$ cat config.mk
export PLATFORM = sky130hd
export DESIGN_NAME = vic8_ctrl
export DESIGN_NICKNAME = d
export VERILOG_FILES = /design/src/rtl/vic_pkg.sv /design/src/rtl/vic_ext_front.sv /design/src/rtl/vic_prio_arb.sv /design/src/rtl/vic_svc_stack.sv /design/src/rtl/vic8_ctrl.sv
export SDC_FILE = /design/constraint.sdc
export NUM_CORES = 1
export LEC_CHECK = 0
export BUFFER_PORTS_ARGS = -buffer_cell sky130_fd_sc_hd__buf_2
export CORE_ASPECT_RATIO = 1.5
export CORE_UTILIZATION = 27
export CTS_CLUSTER_SIZE = 24
export DETAILED_ROUTE_END_ITERATION = 8
export GPL_TIMING_DRIVEN = 1
export HOLD_SLACK_MARGIN = 0.08
export PLACE_DENSITY_LB_ADDON = 0.12
export SYNTH_ARGS = -nofsm -noshare
export SYNTH_HDL_FRONTEND = slang
export SYNTH_HIERARCHICAL = 1
export SYNTH_SLANG_ARGS = --single-unit
export TNS_END_PERCENT = 30
$ cat constraint.sdc
create_clock -name clk -period 26.9 [get_ports clk]
set_input_delay 1.345 -clock clk [delete_from_list [all_inputs] [get_ports clk]]
set_output_delay 1.345 -clock clk [all_outputs]
set_load 0.05 [all_outputs]
$ cat src/rtl/vic_pkg.sv
package vic_pkg;
  localparam int ADDR_W = 5;
  localparam int DATA_W = 32;

  localparam logic [ADDR_W-1:0] A_EN_SET  = 5'h00;
  localparam logic [ADDR_W-1:0] A_EN_CLR  = 5'h01;
  localparam logic [ADDR_W-1:0] A_EN_RD   = 5'h02;
  localparam logic [ADDR_W-1:0] A_PENDING = 5'h03;
  localparam logic [ADDR_W-1:0] A_VECTOR  = 5'h04;
  localparam logic [ADDR_W-1:0] A_SVC_ID  = 5'h05;
  localparam logic [ADDR_W-1:0] A_EOI     = 5'h06;

  localparam int CFG_EDGE_BIT = 4;
  localparam int CFG_VEC_LSB  = 8;
  localparam int SVC_ACT_BIT  = 8;
endpackage

$ cat src/rtl/vic_ext_front.sv
module vic_ext_front #(
  parameter int N = 2
) (
  input  logic         clk_i,
  input  logic         rst_ni,
  input  logic [N-1:0] pin_i,
  input  logic [N-1:0] edge_i,
  input  logic [N-1:0] clr_i,
  output logic [N-1:0] pend_o
);

  for (genvar g = 0; g < N; g++) begin : g_ch
    logic s1_q, s2_q, s3_q;
    logic lat_q, lat_d;
    logic rise;

    assign rise  = s2_q & ~s3_q;

    always_comb begin
      if (edge_i[g]) lat_d = (lat_q & ~clr_i[g]) | rise;
      else           lat_d = 1'b0;
    end

    always_ff @(posedge clk_i or negedge rst_ni) begin
      if (!rst_ni) begin
        s1_q  <= 1'b0;
        s2_q  <= 1'b0;
        s3_q  <= 1'b0;
        lat_q <= 1'b0;
      end else begin
        s1_q  <= pin_i[g];
        s2_q  <= s1_q;
        s3_q  <= s2_q;
        lat_q <= lat_d;
      end
    end

    assign pend_o[g] = edge_i[g] ? lat_q : s2_q;

    // a latched edge survives until its service entry clears it
    a_r10_latch_hold: assert property (@(posedge clk_i) disable iff (!rst_ni)
      (edge_i[g] && lat_q && !clr_i[g]) |=> lat_q);

    // a synchronised rising edge in edge mode is always captured
    a_r10_edge_capture: assert property (@(posedge clk_i) disable iff (!rst_ni)
      (edge_i[g] && s2_q && !s3_q) |=> lat_q);

    // level mode keeps no stale latch
    a_r11_no_latch: assert property (@(posedge clk_i) disable iff (!rst_ni)
      !edge_i[g] |=> !lat_q);
  end

endmodule

$ cat src/rtl/vic_prio_arb.sv
module vic_prio_arb #(
  parameter int NSRC = 8,
  parameter int LW   = 3,
  localparam int IW  = (NSRC > 1) ? $clog2(NSRC) : 1
) (
  input  logic [NSRC-1:0]         req_i,
  input  logic [NSRC-1:0][LW-1:0] lvl_i,
  input  logic                    thr_en_i,
  input  logic [LW-1:0]           thr_i,
  output logic [NSRC-1:0]         elig_o,
  output logic                    win_valid_o,
  output logic [IW-1:0]           win_id_o,
  output logic [LW-1:0]           win_lvl_o
);

  always_comb begin
    for (int i = 0; i < NSRC; i++) begin
      elig_o[i] = req_i[i] && (!thr_en_i || (lvl_i[i] > thr_i));
    end
  end

  // Ascending scan with strict compare: ties keep the lowest index.
  always_comb begin
    win_valid_o = 1'b0;
    win_id_o    = '0;
    win_lvl_o   = '0;
    for (int i = 0; i < NSRC; i++) begin
      if (elig_o[i] && (!win_valid_o || (lvl_i[i] > win_lvl_o))) begin
        win_valid_o = 1'b1;
        win_id_o    = IW'(i);
        win_lvl_o   = lvl_i[i];
      end
    end
  end

endmodule

$ cat src/rtl/vic_svc_stack.sv
module vic_svc_stack #(
  parameter int DEPTH = 8,
  parameter int LW    = 3,
  parameter int IW    = 3
) (
  input  logic          clk_i,
  input  logic          rst_ni,
  input  logic          push_i,
  input  logic          pop_i,
  input  logic [LW-1:0] lvl_i,
  input  logic [IW-1:0] id_i,
  output logic          active_o,
  output logic [LW-1:0] top_lvl_o,
  output logic [IW-1:0] top_id_o
);

  localparam int CW = $clog2(DEPTH + 1);
  localparam int PW = (DEPTH > 1) ? $clog2(DEPTH) : 1;
  localparam logic [CW-1:0] DEPTH_C = CW'(DEPTH);

  logic [CW-1:0] cnt_q, cnt_d;
  logic          we;
  logic [PW-1:0] wptr;
  logic [PW-1:0] top_idx;
  logic [LW-1:0] lvl_mem [DEPTH];
  logic [IW-1:0] id_mem  [DEPTH];

  always_comb begin
    cnt_d = cnt_q;
    we    = 1'b0;
    wptr  = PW'(cnt_q);
    if (push_i && pop_i) begin
      we = 1'b1;
      if (cnt_q != '0) wptr = PW'(cnt_q - 1'b1);
      else             cnt_d = cnt_q + 1'b1;
    end else if (push_i && (cnt_q < DEPTH_C)) begin
      we    = 1'b1;
      cnt_d = cnt_q + 1'b1;
    end else if (pop_i && (cnt_q != '0)) begin
      cnt_d = cnt_q - 1'b1;
    end
  end

  always_ff @(posedge clk_i or negedge rst_ni) begin
    if (!rst_ni) cnt_q <= '0;
    else         cnt_q <= cnt_d;
  end

  always_ff @(posedge clk_i) begin
    if (we) begin
      lvl_mem[wptr] <= lvl_i;
      id_mem[wptr]  <= id_i;
    end
  end

  assign top_idx   = PW'(cnt_q - 1'b1);
  assign active_o  = (cnt_q != '0);
  assign top_lvl_o = active_o ? lvl_mem[top_idx] : '0;
  assign top_id_o  = active_o ? id_mem[top_idx]  : '0;

  // strictly rising levels bound the depth to the level count
  a_r6_no_overflow: assert property (@(posedge clk_i) disable iff (!rst_ni)
    (push_i && !pop_i) |-> (cnt_q < DEPTH_C));

  // a push enters at a level above the previous top
  a_r6_push_rises: assert property (@(posedge clk_i) disable iff (!rst_ni)
    (push_i && !pop_i && active_o) |-> (lvl_i > top_lvl_o));

  // a pop on a non-empty stack removes exactly one entry
  a_r7_pop_dec: assert property (@(posedge clk_i) disable iff (!rst_ni)
    (pop_i && !push_i && active_o) |=> (cnt_q == $past(cnt_q) - 1'b1));

  // a pop on an empty stack leaves it empty
  a_r7_pop_empty: assert property (@(posedge clk_i) disable iff (!rst_ni)
    (pop_i && !push_i && !active_o) |=> !active_o);

endmodule

$ cat src/rtl/vic8_ctrl.sv
module vic8_ctrl
  import vic_pkg::*;
#(
  parameter int                 NUM_INT  = 6,
  parameter int                 NUM_EXT  = 2,
  parameter int                 NUM_LVL  = 8,
  parameter int                 VEC_W    = 8,
  parameter logic [VEC_W-1:0]   SPUR_VEC = 8'hFF
) (
  input  logic                  clk,
  input  logic                  rst_n,
  input  logic [NUM_INT-1:0]    int_src_i,
  input  logic [NUM_EXT-1:0]    ext_irq_i,
  input  logic                  fiq_i,
  input  logic                  wr_en_i,
  input  logic [ADDR_W-1:0]     wr_addr_i,
  input  logic [DATA_W-1:0]     wr_data_i,
  input  logic                  rd_en_i,
  input  logic [ADDR_W-1:0]     rd_addr_i,
  output logic [DATA_W-1:0]     rd_data_o,
  output logic                  irq_n_o,
  output logic                  fiq_n_o
);

  localparam int NSRC = NUM_INT + NUM_EXT;
  localparam int IW   = (NSRC > 1) ? $clog2(NSRC) : 1;
  localparam int LW   = (NUM_LVL > 1) ? $clog2(NUM_LVL) : 1;
  localparam logic [ADDR_W-2:0] NSRC_A = (ADDR_W-1)'(NSRC);

  // ---------------- reset synchroniser ----------------
  logic [1:0] rst_pipe;
  logic       rst_n_s;

  always_ff @(posedge clk or negedge rst_n) begin
    if (!rst_n) rst_pipe <= 2'b00;
    else        rst_pipe <= {rst_pipe[0], 1'b1};
  end
  assign rst_n_s = rst_pipe[1];

  // ---------------- configuration state ----------------
  logic [NSRC-1:0]            en_q, en_d;
  logic [NSRC-1:0][LW-1:0]    lvl_q, lvl_d;
  logic [NSRC-1:0][VEC_W-1:0] vec_q, vec_d;
  logic [NUM_EXT-1:0]         edge_q, edge_d;
  logic                       wr_cfg, en_we;
  logic [IW-1:0]              wr_idx;

  assign wr_cfg = wr_en_i && wr_addr_i[ADDR_W-1] && (wr_addr_i[ADDR_W-2:0] < NSRC_A);
  assign wr_idx = wr_addr_i[IW-1:0];
  assign en_we  = wr_en_i && ((wr_addr_i == A_EN_SET) || (wr_addr_i == A_EN_CLR));

  always_comb begin
    en_d = en_q;
    if (wr_en_i && (wr_addr_i == A_EN_SET))      en_d = en_q | wr_data_i[NSRC-1:0];
    else if (wr_en_i && (wr_addr_i == A_EN_CLR)) en_d = en_q & ~wr_data_i[NSRC-1:0];
  end

  always_comb begin
    lvl_d  = lvl_q;
    vec_d  = vec_q;
    edge_d = edge_q;
    if (wr_cfg) begin
      lvl_d[wr_idx] = wr_data_i[LW-1:0];
      vec_d[wr_idx] = wr_data_i[CFG_VEC_LSB +: VEC_W];
    end
    for (int j = 0; j < NUM_EXT; j++) begin
      if (wr_cfg && (wr_idx == IW'(NUM_INT + j))) edge_d[j] = wr_data_i[CFG_EDGE_BIT];
    end
  end

  always_ff @(posedge clk or negedge rst_n_s) begin
    if (!rst_n_s) begin
      en_q   <= '0;
      lvl_q  <= '0;
      vec_q  <= '0;
      edge_q <= '0;
    end else begin
      if (en_we) en_q <= en_d;
      if (wr_cfg) begin
        lvl_q  <= lvl_d;
        vec_q  <= vec_d;
        edge_q <= edge_d;
      end
    end
  end

  // ---------------- request front end ----------------
  logic [NUM_EXT-1:0] ext_pend, ext_clr;
  logic [NSRC-1:0]    pend_all, req, elig;

  vic_ext_front #(.N(NUM_EXT)) u_front (
    .clk_i  (clk),
    .rst_ni (rst_n_s),
    .pin_i  (ext_irq_i),
    .edge_i (edge_q),
    .clr_i  (ext_clr),
    .pend_o (ext_pend)
  );

  assign pend_all = {ext_pend, int_src_i};
  assign req      = pend_all & en_q;

  // ---------------- arbitration and service stack ----------------
  logic          win_valid, svc_active, push, pop;
  logic [IW-1:0] win_id, top_id;
  logic [LW-1:0] win_lvl, top_lvl;

  vic_prio_arb #(.NSRC(NSRC), .LW(LW)) u_arb (
    .req_i       (req),
    .lvl_i       (lvl_q),
    .thr_en_i    (svc_active),
    .thr_i       (top_lvl),
    .elig_o      (elig),
    .win_valid_o (win_valid),
    .win_id_o    (win_id),
    .win_lvl_o   (win_lvl)
  );

  assign push = rd_en_i && (rd_addr_i == A_VECTOR) && win_valid;
  assign pop  = wr_en_i && (wr_addr_i == A_EOI);

  vic_svc_stack #(.DEPTH(NUM_LVL), .LW(LW), .IW(IW)) u_stack (
    .clk_i     (clk),
    .rst_ni    (rst_n_s),
    .push_i    (push),
    .pop_i     (pop),
    .lvl_i     (win_lvl),
    .id_i      (win_id),
    .active_o  (svc_active),
    .top_lvl_o (top_lvl),
    .top_id_o  (top_id)
  );

  for (genvar j = 0; j < NUM_EXT; j++) begin : g_clr
    assign ext_clr[j] = push && (win_id == IW'(NUM_INT + j));
  end

  // ---------------- read mux ----------------
  logic          rd_cfg;
  logic [IW-1:0] rd_idx;
  logic [NSRC-1:0] edge_full;

  assign rd_cfg    = rd_addr_i[ADDR_W-1] && (rd_addr_i[ADDR_W-2:0] < NSRC_A);
  assign rd_idx    = rd_addr_i[IW-1:0];
  assign edge_full = {edge_q, {NUM_INT{1'b0}}};

  always_comb begin
    rd_data_o = '0;
    if (rd_cfg) begin
      rd_data_o[LW-1:0]                = lvl_q[rd_idx];
      rd_data_o[CFG_EDGE_BIT]          = edge_full[rd_idx];
      rd_data_o[CFG_VEC_LSB +: VEC_W]  = vec_q[rd_idx];
    end else begin
      case (rd_addr_i)
        A_EN_RD:   rd_data_o[NSRC-1:0] = en_q;
        A_PENDING: rd_data_o[NSRC-1:0] = pend_all;
        A_VECTOR:  rd_data_o[VEC_W-1:0] = win_valid ? vec_q[win_id] : SPUR_VEC;
        A_SVC_ID: begin
          rd_data_o[IW-1:0]        = top_id;
          rd_data_o[SVC_ACT_BIT]   = svc_active;
        end
        default:   rd_data_o = '0;
      endcase
    end
  end

  // ---------------- output stage ----------------
  logic irq_n_q, irq_n_d;
  logic fiq_s1_q, fiq_s2_q, fiq_n_q;

  assign irq_n_d = ~win_valid;

  always_ff @(posedge clk or negedge rst_n_s) begin
    if (!rst_n_s) begin
      irq_n_q  <= 1'b1;
      fiq_s1_q <= 1'b0;
      fiq_s2_q <= 1'b0;
      fiq_n_q  <= 1'b1;
    end else begin
      irq_n_q  <= irq_n_d;
      fiq_s1_q <= fiq_i;
      fiq_s2_q <= fiq_s1_q;
      fiq_n_q  <= ~fiq_s2_q;
    end
  end

  assign irq_n_o = irq_n_q;
  assign fiq_n_o = fiq_n_q;

  // ---------------- assertions ----------------
  // a selected source is always both enabled and requesting
  a_r3_win_enabled: assert property (@(posedge clk) disable iff (!rst_n_s)
    win_valid |-> (en_q[win_id] && pend_all[win_id]));

  // the winner comes from the eligible set, and an empty set yields none
  a_r4_win_eligible: assert property (@(posedge clk) disable iff (!rst_n_s)
    win_valid |-> elig[win_id]);
  a_r4_none_idle: assert property (@(posedge clk) disable iff (!rst_n_s)
    !win_valid |-> (elig == '0));

  // during service only strictly higher levels win
  a_r6_above_thr: assert property (@(posedge clk) disable iff (!rst_n_s)
    (win_valid && svc_active) |-> (win_lvl > top_lvl));

  // a successful vector read records the winner on top
  a_r6_push_id: assert property (@(posedge clk) disable iff (!rst_n_s)
    (push && !pop) |=> (svc_active && (top_id == $past(win_id))));

  // a spurious vector read leaves the service state alone
  a_r8_spur_stable: assert property (@(posedge clk) disable iff (!rst_n_s)
    (rd_en_i && (rd_addr_i == A_VECTOR) && !win_valid && !pop)
      |=> ($stable(svc_active) && $stable(top_id)));

  // the fast output only follows the fast pin
  a_r9_fiq_src: assert property (@(posedge clk) disable iff (!rst_n_s)
    !fiq_n_o |-> $past(fiq_i, 3));

endmodule

After elaboration in Yosys (flattened, before gate mapping) --
Memories as Yosys holds them, arrays and structs flattened. Index checks and enable logic that the tools add are counted.
Word-level totals: flip-flop bits (word level) 116, bits in writable memories 48, input port bits 55, output and inout port bits 34, logic and storage cells 214, memories kept 2
Memories:
- u_stack.id_mem | words 8, width 3, read ports 1, clocked after memory_dff 0, write ports 1, line vic_svc_stack.sv:26 | logic [IW-1:0] id_mem [DEPTH];
- u_stack.lvl_mem | words 8, width 3, read ports 1, clocked after memory_dff 0, write ports 1, line vic_svc_stack.sv:25 | logic [LW-1:0] lvl_mem [DEPTH];
Operators by class: $add $sub $neg 2, magnitude comparators 22, eq/ne operators 11, mux-type cells 64, bitwise gates (word level) 16, reductions and logical operators 64
Operator list (number):
- 64-bit bitwise mux | 1
- 3-bit two-way mux | 20
- 8-bit two-way mux | 7
- 8-bit binary-select mux with 3-bit select | 2
- 3-bit > comparator | 15
- 1-bit logical AND | 32
- 24-bit bitwise mux | 1
- 8-bit demux with 3-bit select | 1
- 1-bit two-way mux | 21
- 8-bit AND | 2
- 1-bit logical OR | 16
- 4-bit two-way mux | 4
- 5-bit by 3-bit equality test with 1-bit output, second input constant | 3
- 5-bit one-hot mux with 3 select lines | 1
- 3-bit equality test, second input constant | 4
- 3-bit by 4-bit < comparator with 1-bit output, second input constant | 3
- 4-bit < comparator, second input constant | 3
- 3-bit one-hot mux with 4 select lines | 1
- 5-bit by 2-bit equality test with 1-bit output, second input constant | 2
- 3-bit binary-select mux with 3-bit select | 1
- 3-bit demux with 3-bit select | 1
- 1-bit zero test | 8
- 8-bit NOT | 1
- 8-bit OR | 1
- 15 further kinds | 28

Longest topological paths before layout --
Gate-level depths: netlist of run 1. An unclocked memory read counts as a cell.
depth in word-level cells 41, depth in mapped cells 74, gate-level depth less buffers 69

By module --
Netlist of run 1, hierarchy kept.
Modules (own cells, without submodules):
- vic8_ctrl | times used 1, cells an instance 380, area an instance 5487.8 um^2, sequential area each 2605.0 um^2
- vic_svc_stack | times used 1, cells an instance 189, area an instance 2433.6 um^2, sequential area each 1541.5 um^2
- vic_prio_arb | times used 1, cells an instance 212, area an instance 1602.8 um^2, sequential area each 0.0 um^2
- vic_ext_front | times used 1, cells an instance 16, area an instance 277.8 um^2, sequential area each 200.2 um^2

Least setup slack after synthesis of run 1 --
Ideal clock, no wire load.
path kind register to output, start reg u_stack.cnt_q[0], end out rd_data_o[0], data arrival time 13.398 ns, required time 25.555 ns, slack 12.157 ns, cell stages (with the launch flop) 70, path buffers 4, path through dfrtp_1 > clkbuf_1 > inv_1 > ha_1 > buf_2 > xnor2_2 > or2b_1 > o22ai_1 > nor4_1 > ha_1 > nand3_1 > o31ai_2 > o2bb2ai_1 > nand2_1 > ha_1 > nor2b_1 > o21a_1 > o21ai_0 > [... 34 more ...] > o21a_1 > o21ai_0 > o21ai_1 > nand2_1 > o311a_1 > or2_1 > ha_1 > nor2b_1 > o21a_1 > o21ai_0 > o31a_1 > nor2_4 > a21oi_1 > nand3_1 > buf_2 > mux4_2 > o22ai_1 > o211ai_1
Between the ends: longest elaborated chain between the ends 40, elaborated cells between the ends (all ways) 86, those cells by class 1 x add/sub; 15 x order compare; 29 x mux; 39 x reduce/logical; 2 x memory
RTL lines:
- start: declaration | line vic_svc_stack.sv:21 | logic [CW-1:0] cnt_q, cnt_d;
- start signal: assignment | line vic_svc_stack.sv:46 | else cnt_q <= cnt_d;
- 4-bit by 1-bit subtractor with 4-bit output | line vic_svc_stack.sv:56 | assign top_idx = PW'(cnt_q - 1'b1);
- memory 8 x 3 bit
- 3-bit two-way mux (*) | line vic_svc_stack.sv:58 | assign top_lvl_o = active_o ? lvl_mem[top_idx] : '0;
- net top_lvl[0] | line vic8_ctrl.sv:106 | logic [LW-1:0] win_lvl, top_lvl;
- 3-bit > comparator (*) | line vic_prio_arb.sv:18 | elig_o[i] = req_i[i] && (!thr_en_i || (lvl_i[i] > thr_i));
- 1-bit logical OR (*) | line vic_prio_arb.sv:18
- 1-bit logical AND (*) | line vic_prio_arb.sv:18
- net elig[0] | line vic8_ctrl.sv:89 | logic [NSRC-1:0] pend_all, req, elig;
- [... 27 more ...]
- 1-bit logical AND | line vic_prio_arb.sv:28 | if (elig_o[i] && (!win_valid_o || (lvl_i[i] > win_lvl_o))) begin
- 3-bit two-way mux (*) | line vic_prio_arb.sv:28
- net win_id[2] | line vic8_ctrl.sv:105 | logic [IW-1:0] win_id, top_id;
- 8-bit binary-select mux with 3-bit select (*) | line vic8_ctrl.sv:157 | A_VECTOR: rd_data_o[VEC_W-1:0] = win_valid ? vec_q[win_id] : SPUR_VEC;
- 8-bit two-way mux (implied by the code) (*) | line vic8_ctrl.sv:157
- 8-bit two-way mux (*) | line vic8_ctrl.sv:157
- 3-bit one-hot mux with 4 select lines (*) | line vic8_ctrl.sv:154 | case (rd_addr_i)
- 3-bit two-way mux (*) | line vic8_ctrl.sv:149 | if (rd_cfg) begin
- end: declaration | line vic8_ctrl.sv:20 | output logic [DATA_W-1:0] rd_data_o,
Mark *: on every way through the listed nets, which the timed path passes. The rest lies on a longest branch. The select of a mux whose other input is x is not followed.

Worst setup path after layout of run 1 --
start reg u_stack.cnt_q[0], end out rd_data_o[3]
Between the ends: longest elaborated chain between the ends 40, elaborated cells between the ends (all ways) 84, those cells by class 1 x add/sub; 15 x order compare; 28 x mux; 39 x reduce/logical; 1 x memory
RTL lines (line):
- 4-bit by 1-bit subtractor with 4-bit output | vic_svc_stack.sv:56
- memory 8 x 3 bit
- 3-bit two-way mux (*) | vic_svc_stack.sv:58
- net top_lvl[1] | vic8_ctrl.sv:106
- 3-bit > comparator (*) | vic_prio_arb.sv:18
- 1-bit logical OR (*) | vic_prio_arb.sv:18
- 1-bit logical AND (*) | vic_prio_arb.sv:18
- net elig[0] | vic8_ctrl.sv:89
- [... 27 more ...]
- 1-bit logical AND | vic_prio_arb.sv:28
- 3-bit two-way mux (*) | vic_prio_arb.sv:28
- net win_id[1] | vic8_ctrl.sv:105
- 8-bit binary-select mux with 3-bit select (*) | vic8_ctrl.sv:157
- 8-bit two-way mux (implied by the code) (*) | vic8_ctrl.sv:157
- 8-bit two-way mux (*) | vic8_ctrl.sv:157
- 5-bit one-hot mux with 3 select lines (*) | vic8_ctrl.sv:154
- 1-bit two-way mux (*) | vic8_ctrl.sv:149
Marks and branches as above.

==> out/metrics.csv, run 1 <==
metric,value,unit
gr ovfl total,0,
Final WS setup,8.837,ns
CTS root buffer,clkbuf_16,
Period minus WS final,18.06,ns
cts hold-fix bufs,0,
die width,157.5,µm
gr usage total,16.26,%
Max Slew Vio Count,0,
Initial Util,27.34,%
largest net degree at the start of global routing,59,
IO Count,89,
crit path max-delay cell type,dfrtp_1,
Critical Path AT,16.72,ns
Setup WS pre-CTS,9.400,ns
Area Growth Syn to Fin,12.86,%
CTS tree,built,
Slew headroom,31.51,%
worst min path class,reg2reg,
H-tree levels,4,
Hold Fails Final Rpt,0,
FP Rows,85,
CTS buffer count,17,
Worst Path Max Fanout,22,
Setup Buffers After CTS,0,
first-pass GRT wire length,43730,µm
CP endpoint kind,output pin,
"Req. time, crit path",25.55,ns
Final nets,940,
status,"complete, no violations",
Avg WL per Cell,21.56,µm
detailed-route via count,6670,
Pwr per Cell Area,142.6,nW/µm²
filler instances,3650,
"Cell Area, Synth",9798,µm²
gp weighted congestion,0.7734,
Setup CP Type,reg2out,
TNS Setup,0,ns
CP Launch Type,flip-flop,
post-synthesis instance total,796,
CP dominant cell by count,ha_1,
initial antenna violation count,0,
Leakage Power,0.004520,µW
core area,35840,µm²
n_diodes,0,
final WL,28650,µm
RSZ-0062 raised after global routing,no,
peak supply drop,0.09226,mV
clock skew,0.01293,ns
crit share post-route,67.15,%
clock buffer depth,2,
Skew-Pair Late Insertion Delay,0.45,ns
die area,37070,µm²
Max Cap Viol,0,
Synth Area per Inst,12.31,µm²
worst slew pin tran,1.019,ns
final setup fails,0,
clock-pin transition on the worst setup and hold timing paths,0.08,ns
fmax,55.36,MHz
antenna-violating nets left,0,
Syn. warnings,6,
DRC,0,
CTS sink count,164,
Die Y,235.3,µm
CP peak stage delay,0.77,ns
final core occ,30.85,%
I/O Buffers,56,
share of cells above drive strength 1,31.26,%
via-per-instance ratio,5.019,
Detailed Route Iter0 Violations,280,
vias in the first global route,7009,
Pre-antenna DRT Iters,4,
PostCTS Resize Cnt,0,
HPWL after DPL,20510,µm
R2R setup slack,11.47,ns
-- state kept, by name, summed over array words and instances (netlist names), 4 cells and up, named ones only --
signal and cells:
u_stack/cnt_q 4, u_stack/lvl_mem 24, vec_q 64, u_stack/id_mem 24
lvl_q 24
-- cell usage in the layout, fill, tap and decap left out, drive strengths merged, types with 15 or more instances in the layout --
cell	instances
inv	35
ha	47
conb	17
clkbuf	19
mux4	38
edfxtp	48
nand2	36
a21oi	18
nor2	23
mux2	105
nor2b	26
o21ai	28
buf	71
o21a	15
nand3	15
dfrtp	114
-- layout make-up --
class / count / area [µm²] / area share (%)
multi-input cells: 557 / 5054 / 45.70
flip-flops and latches: 164 / 4350 / 39.34
well taps: 478 / 598.1 / 5.408
clock buffers: 19 / 442.9 / 4.005
repair buffers: 71 / 392.9 / 3.553
clock inverters: 13 / 116.4 / 1.052
inverters: 27 / 103.9 / 0.9391
-- layer usage --
layer | wire length [µm] | global-route usage (%) | vias up | share of wire, %
li1 | - | - | 3112 | -
met1 | 11810 | 19.13 | 3433 | 41
met2 | 15600 | 29.58 | 99 | 54
met3 | 784 | 2.485 | 26 | 2.7
met4 | 459 | 5.413 | 0 | 1.6
met5 | 0 | 0 | - | 0
-- path summary, 6_finish.rpt --
kind                                              start                               to  depth (start not counted)
setup / recovery           u_stack/cnt_q[0]$_DFFE_PN0P_                     rd_data_o[3]                         71
hold / removal                       fiq_s2_q$_DFF_PN0_                fiq_n_o$_DFF_PN1_                          1
setup reg to reg           u_stack/cnt_q[0]$_DFFE_PN0P_  u_front/g_ch[1].lat_q$_DFF_PN0_                         69
hold reg to reg                      fiq_s2_q$_DFF_PN0_                fiq_n_o$_DFF_PN1_                          1
max in group asynchronous         rst_pipe[1]$_DFF_PN0_            vec_q[37]$_DFFE_PN0P_                          1
min in group asynchronous         rst_pipe[1]$_DFF_PN0_             lvl_q[4]$_DFFE_PN0P_                          0
-- critical path: cells and delay by family, from the launching register on --
kind                     cells  cell delay [ns]
adder cells (fa/ha/maj)      9             2.63
buffers and inverters        6             1.29
AND/OR/NAND/NOR             18             3.52
AO/OA/AOI/OAI               35             6.86
XOR/XNOR                     1             0.47
flip-flops                   1             0.77
multiplexers                 2             0.72
-- stage by stage --
stage	hold slack (ns)	instances	power, µW	area (µm²)
after floorplan	0.3312	811	1092	9854
after global placement	0.3327	1297	1342	10500
final	0.3495	1329	1577	11060
after CTS	0.3508	1329	1595	11060
after global routing	0.3608	1329	1693	11060
after detailed placement	0.3365	1297	1350	10500
-- report_power, final --
| part | leakage (µW) | internal (µW) | switching [µW] |
|---|---|---|---|
| logic | 0.00235 | 383 | 564 |
| registers | 0.00189 | 351 | 41.4 |
| clock network | 0.000280 | 124 | 113 |
| total | 0.00452 | 858 | 719 |
(Power assumes the default switching activity.)
==> run 2, diff against run 1 <==
- clock period: 26.9 -> 15.72 ns (I/O delays scaled with it)
==> out/metrics.csv, run 2 (synthesis gave the netlist of run 1 again) <==
metric,value,unit
status,"complete, no violations",
Max Slew Vio Count,0,
Pwr per Cell Area,261.1,nW/µm²
I/O Buffers,56,
die area,37070,µm²
internal power,1722,µW
Final WS setup,0.9439,ns
Final nets,986,
Area Growth Syn to Fin,17.34,%
sequential fraction of design power,22.2,%
via-per-instance ratio,4.970,
n_diodes,0,
"Cell Count, Final, Fillers Out",1375,
crit path max-delay cell type,a2111oi_0,
gp weighted congestion,0.8001,
largest reg by FF count,vec_q,
Pre-antenna DRT Iters,7,
"most common cell after layout, fill and taps aside",dfrtp_1,
worst slew pin tran,1.175,ns
Leakage Power,0.004755,µW
vias in the first global route,7140,
worst min path class,in2async,
CP endpoint kind,output pin,
Worst Path Max Fanout,9,
final WL,29120,µm
clock share of power,13.4,%
share of cells above drive strength 1,35.79,%
HPWL after DPL,21450,µm
largest net degree at the start of global routing,44,
final setup fails,0,
Detailed Route Iter0 Violations,304,
CP peak stage delay,0.56,ns
initial antenna violation count,0,
crit share post-route,94.00,%
Avg WL per Cell,21.18,µm
dpl cells,1343,
gr usage total,16.67,%
first-pass GRT wire length,44750,µm
Slew headroom,21.21,%
gr ovfl total,0,
Critical Path AT,13.99,ns
Psw,1281,µW
DRC,0,
Buf/Inv on CP,8,
core area,35840,µm²
clock skew,0.01207,ns
DP Area,10890,µm²
CP dominant cell by count,o21a_1,
peak supply drop,0.1364,mV
most frequent cells in the layout,"dfrtp_1, mux2_2, buf_4",
Period minus WS final,14.78,ns
IO Count,89,
Setup Buffers After CTS,0,
CTS tree,built,
Hold Fails Final Rpt,0,
"Power, Total",3002,µW
die width,157.5,µm
max reg flops,64,
clock-pin transition on the worst setup and hold timing paths,0.07,ns
Initial Util,27.34,%
filler instances,3680,
CTS sink count,164,
CP Launch Type,flip-flop,
Skew-Pair Late Insertion Delay,0.44,ns
Die Y,235.3,µm
FP Rows,85,
CTS root buffer,clkbuf_16,
Worst path top cell family by delay,compound AO/OA/AOI/OAI gates,
sw frac,42.66,%
CTS buffer count,17,
antenna-violating nets left,0,
detailed-route via count,6834,
"Req. time, crit path",14.93,ns
Max Cap Viol,0,
post-route cell area,11500,µm²
cts hold-fix bufs,0,
Comb pwr share,64.4,%
Setup CP Type,reg2out,
fmax,67.68,MHz
clock buffer depth,2,
H-tree levels,4,
Setup WS pre-CTS,0.5232,ns
-- run 2: changes by cell type in the layout (fill, tap and decap cells not counted), moves of 2 or more --
| cell | delta |
|---|---|
| buf_4 | +42 |
| buf_12 | +4 |
| nand2_1 | -3 |
| nand2_2 | +3 |
| clkinv_2 | -2 |
| inv_4 | +2 |
| o21ai_0 | -2 |
| o21ai_1 | +2 |
-- run 2: per-layer routing --
metal  share of wire [%]  up-vias  track usage [%]
li1                    -     3212                -
met1                  41     3488            20.01
met4                 1.5        0            4.590
met5                   0        -                0
met3                 2.1       23            2.485
met2                  55      111            30.34
-- run 2: final timing paths --
path                       slack (ns)                            from                               to  cells past startpoint
setup reg to reg                 2.69    u_stack/cnt_q[1]$_DFFE_PN0P_  u_front/g_ch[1].lat_q$_DFF_PN0_                     68
min in group clk                 0.35  u_front/g_ch[0].s1_q$_DFF_PN0_   u_front/g_ch[0].s2_q$_DFF_PN0_                      0
max in group asynchronous       14.38           rst_pipe[1]$_DFF_PN0_                irq_n_o$_DFF_PN1_                      1
setup / recovery                 0.94    u_stack/cnt_q[1]$_DFFE_PN0P_                     rd_data_o[6]                     69
hold / removal                   0.12                           rst_n            rst_pipe[1]$_DFF_PN0_                      1
hold reg to reg                  0.35           rst_pipe[1]$_DFF_PN0_            vec_q[14]$_DFFE_PN0P_                      0
-- run 2: worst reg2reg max path, delay by kind of cell (launching register included) --
family,cells,cell delay (ns)
buf+inv,7,1.15
simple gates,18,3.08
flops,1,0.44
fa+ha+maj,9,2.47
xor+xnor,1,0.19
compound gates,33,5.63
-- run 2: layout make-up --
cell class / count / area, µm² / area share (%)
Clock buffer: 19 / 432.9 / 3.765
Inverter: 27 / 103.9 / 0.9033
Sequential cell: 164 / 4350 / 37.84
Multi-Input combinational cell: 557 / 5111 / 44.46
Timing Repair Buffer: 117 / 788.3 / 6.856
Tap cell: 478 / 598.1 / 5.202
Clock inverter: 13 / 112.6 / 0.9794
-- run 2: power by group through the flow --
stage	logic [µW]	registers [µW]	clock network [µW]
2_1_floorplan	1220	651	0
3_3_place_gp	1910	674	0
3_5_place_dp	1920	674	0
4_1_cts	1930	666	419
5_1_grt	2130	676	433
6_report	1930	666	403
-- run 2: what timing repair did --
item	4_1_cts	5_1_grt
hold endpoints to repair	0	0
setup endpoints to repair	1	8
pin swaps	0	1
gates resized for setup	1	13
-- run 2: stage by stage --
step,hold slack (ns),util (%),setup TNS (ns)
floorplan,0.3312,-,0
global placement,0.3326,30.40,0
detailed placement,0.3356,30.40,0
CTS,0.09452,31.93,0
global route,0.1022,32.08,-0.007187
finish,0.1214,32.08,0
==> run 3, diff against run 2 <==
- PLACE_DENSITY_LB_ADDON: 0.12 -> 0.05
==> out/metrics.csv, run 3 (synthesis gave the netlist of run 1 again) <==
metric,value,unit
detailed-route via count,6808,
Hold Fails Final Rpt,0,
Avg WL per Cell,22.22,µm
TNS Setup,0,ns
R2R setup slack,2.62,ns
HPWL after DPL,21800,µm
gp weighted congestion,0.8038,
post-route cell area,11360,µm²
vias in the first global route,7289,
CTS root buffer,clkbuf_16,
IO Count,89,
CTS buffer count,17,
Die Y,235.3,µm
Setup CP Type,reg2out,
reg2reg start,u_stack/cnt_q[1]$_DFFE_PN0P_,
Critical Path AT,14.03,ns
share of cells above drive strength 1,34.71,%
crit path max-delay cell type,mux4_1,
Detailed Route Iter0 Violations,296,
Max Slew Vio Count,0,
Initial Util,27.34,%
core area,35840,µm²
crit share post-route,94.26,%
Period minus WS final,14.82,ns
register area,4350,µm²
H-tree levels,4,
"most common cell after layout, fill and taps aside",dfrtp_1,
peak supply drop,0.1831,mV
initial antenna violation count,0,
crit path launch,u_stack/cnt_q[1]$_DFFE_PN0P_,
CP Launch Type,flip-flop,
gr usage total,17.19,%
gr ovfl total,0,
Pwr per Cell Area,254.2,nW/µm²
die width,157.5,µm
RSZ-0062 raised after global routing,no,
first-pass GRT wire length,46200,µm
"Req. time, crit path",14.93,ns
Max Cap Viol,0,
CTS tree,built,
CP endpoint kind,output pin,
Pre-antenna DRT Iters,5,
FP Rows,85,
largest reg by FF count,vec_q,
dpl cells,1312,
Slew headroom,23.25,%
clock skew,0.01360,ns
fmax,67.49,MHz
worst min path class,in2async,
DRC,0,
Hold Slack,0.1135,ns
worst slew pin tran,1.145,ns
antenna-violating nets left,0,
Worst Path Max Fanout,23,
area of the multi-input gates,5156,µm²
final WL,29960,µm
"Cell Count, Final, Fillers Out",1348,
I/O Buffers,56,
Area Growth Syn to Fin,15.95,%
Skew-Pair Late Insertion Delay,0.45,ns
CP Capture Point,rd_data_o[6],
largest net degree at the start of global routing,78,
Leakage Power,0.004641,µW
status,"complete, no violations",
final setup fails,0,
n_diodes,0,
via-per-instance ratio,5.050,
DP Area,10640,µm²
CTS sink count,164,
RR Endpoint,u_front/g_ch[1].lat_q$_DFF_PN0_,
clock buffer depth,2,
"Power, Total",2888,µW
Final nets,959,
max reg flops,64,
worst-case reg-to-reg path depth,69,
die area,37070,µm²
CP peak stage delay,0.49,ns
most frequent cells in the layout,"dfrtp_1, mux2_2, buf_2",
clock-pin transition on the worst setup and hold timing paths,0.07,ns
filler instances,3669,
==> run 3: how the worst min path moves through the flow <==
| stage | endpoint | cells after the start |
|---|---|---|
| floorplan | fiq_s2_q$_DFF_PN0_ | 0 |
| global placement | lvl_q[7]$_DFFE_PN0P_ | 0 |
| detailed placement | lvl_q[4]$_DFFE_PN0P_ | 0 |
| CTS | rst_pipe[1]$_DFF_PN0_ | 1 |
| global route | rst_pipe[1]$_DFF_PN0_ | 1 |
| finish | rst_pipe[1]$_DFF_PN0_ | 1 |
==> run 3: stage by stage <==
step / util (%) / setup slack [ns]
floorplan: - / 1.536
global placement: 29.68 / 0.1370
detailed placement: 29.68 / 0.05876
CTS: 31.44 / 0.01900
global route: 31.70 / 0.002451
finish: 31.70 / 0.9022
==> run 3: routing by layer <==
metal / vias to the layer above / GRT usage (%) / part of all wire (%)
met1: 3504 / 19.83 / 40
met2: 116 / 31.72 / 55
met4: 0 / 5.384 / 1.9
met3: 33 / 2.817 / 2.6
li1: 3155 / - / -
met5: - / 0 / 0
==> run 3: repair_timing <==
item                                    CTS  global route
gates resized for setup                   6            20
endpoints found under the hold margin     0             0
hold buffers                              0             0
pin swaps                                 0             2
endpoints found under the setup margin    8             8
buffers inserted                          0             4
==> run 3: where the power goes <==
| group | internal, µW | total [µW] | switching, µW |
|---|---|---|---|
| Clock | 225 | 425 | 200 |
| Sequential | 601 | 667 | 65.8 |
| Combinational | 767 | 1800 | 1030 |
| Total | 1590 | 2890 | 1290 |
==> run 3: layout make-up <==
cell class | instances | area share, %
inverters | 27 | 0.9141
clock inverters | 15 | 1.465
multi-input cells | 557 | 45.39
repair buffers | 90 | 4.934
well taps | 478 | 5.264
clock buffers | 17 | 3.744
flip-flops and latches | 164 | 38.29
==> run 3: worst max-delay path, delay by kind of cell, from the launching register on <==
| kind | cells | cell delay [ns] |
|---|---|---|
| XOR/XNOR | 1 | 0.27 |
| flip-flops | 1 | 0.43 |
| AO/OA/AOI/OAI | 33 | 5.41 |
| AND/OR/NAND/NOR | 18 | 3.23 |
| adder cells (fa/ha/maj) | 9 | 2.33 |
| buffers and inverters | 7 | 1.15 |
| multiplexers | 2 | 0.74 |
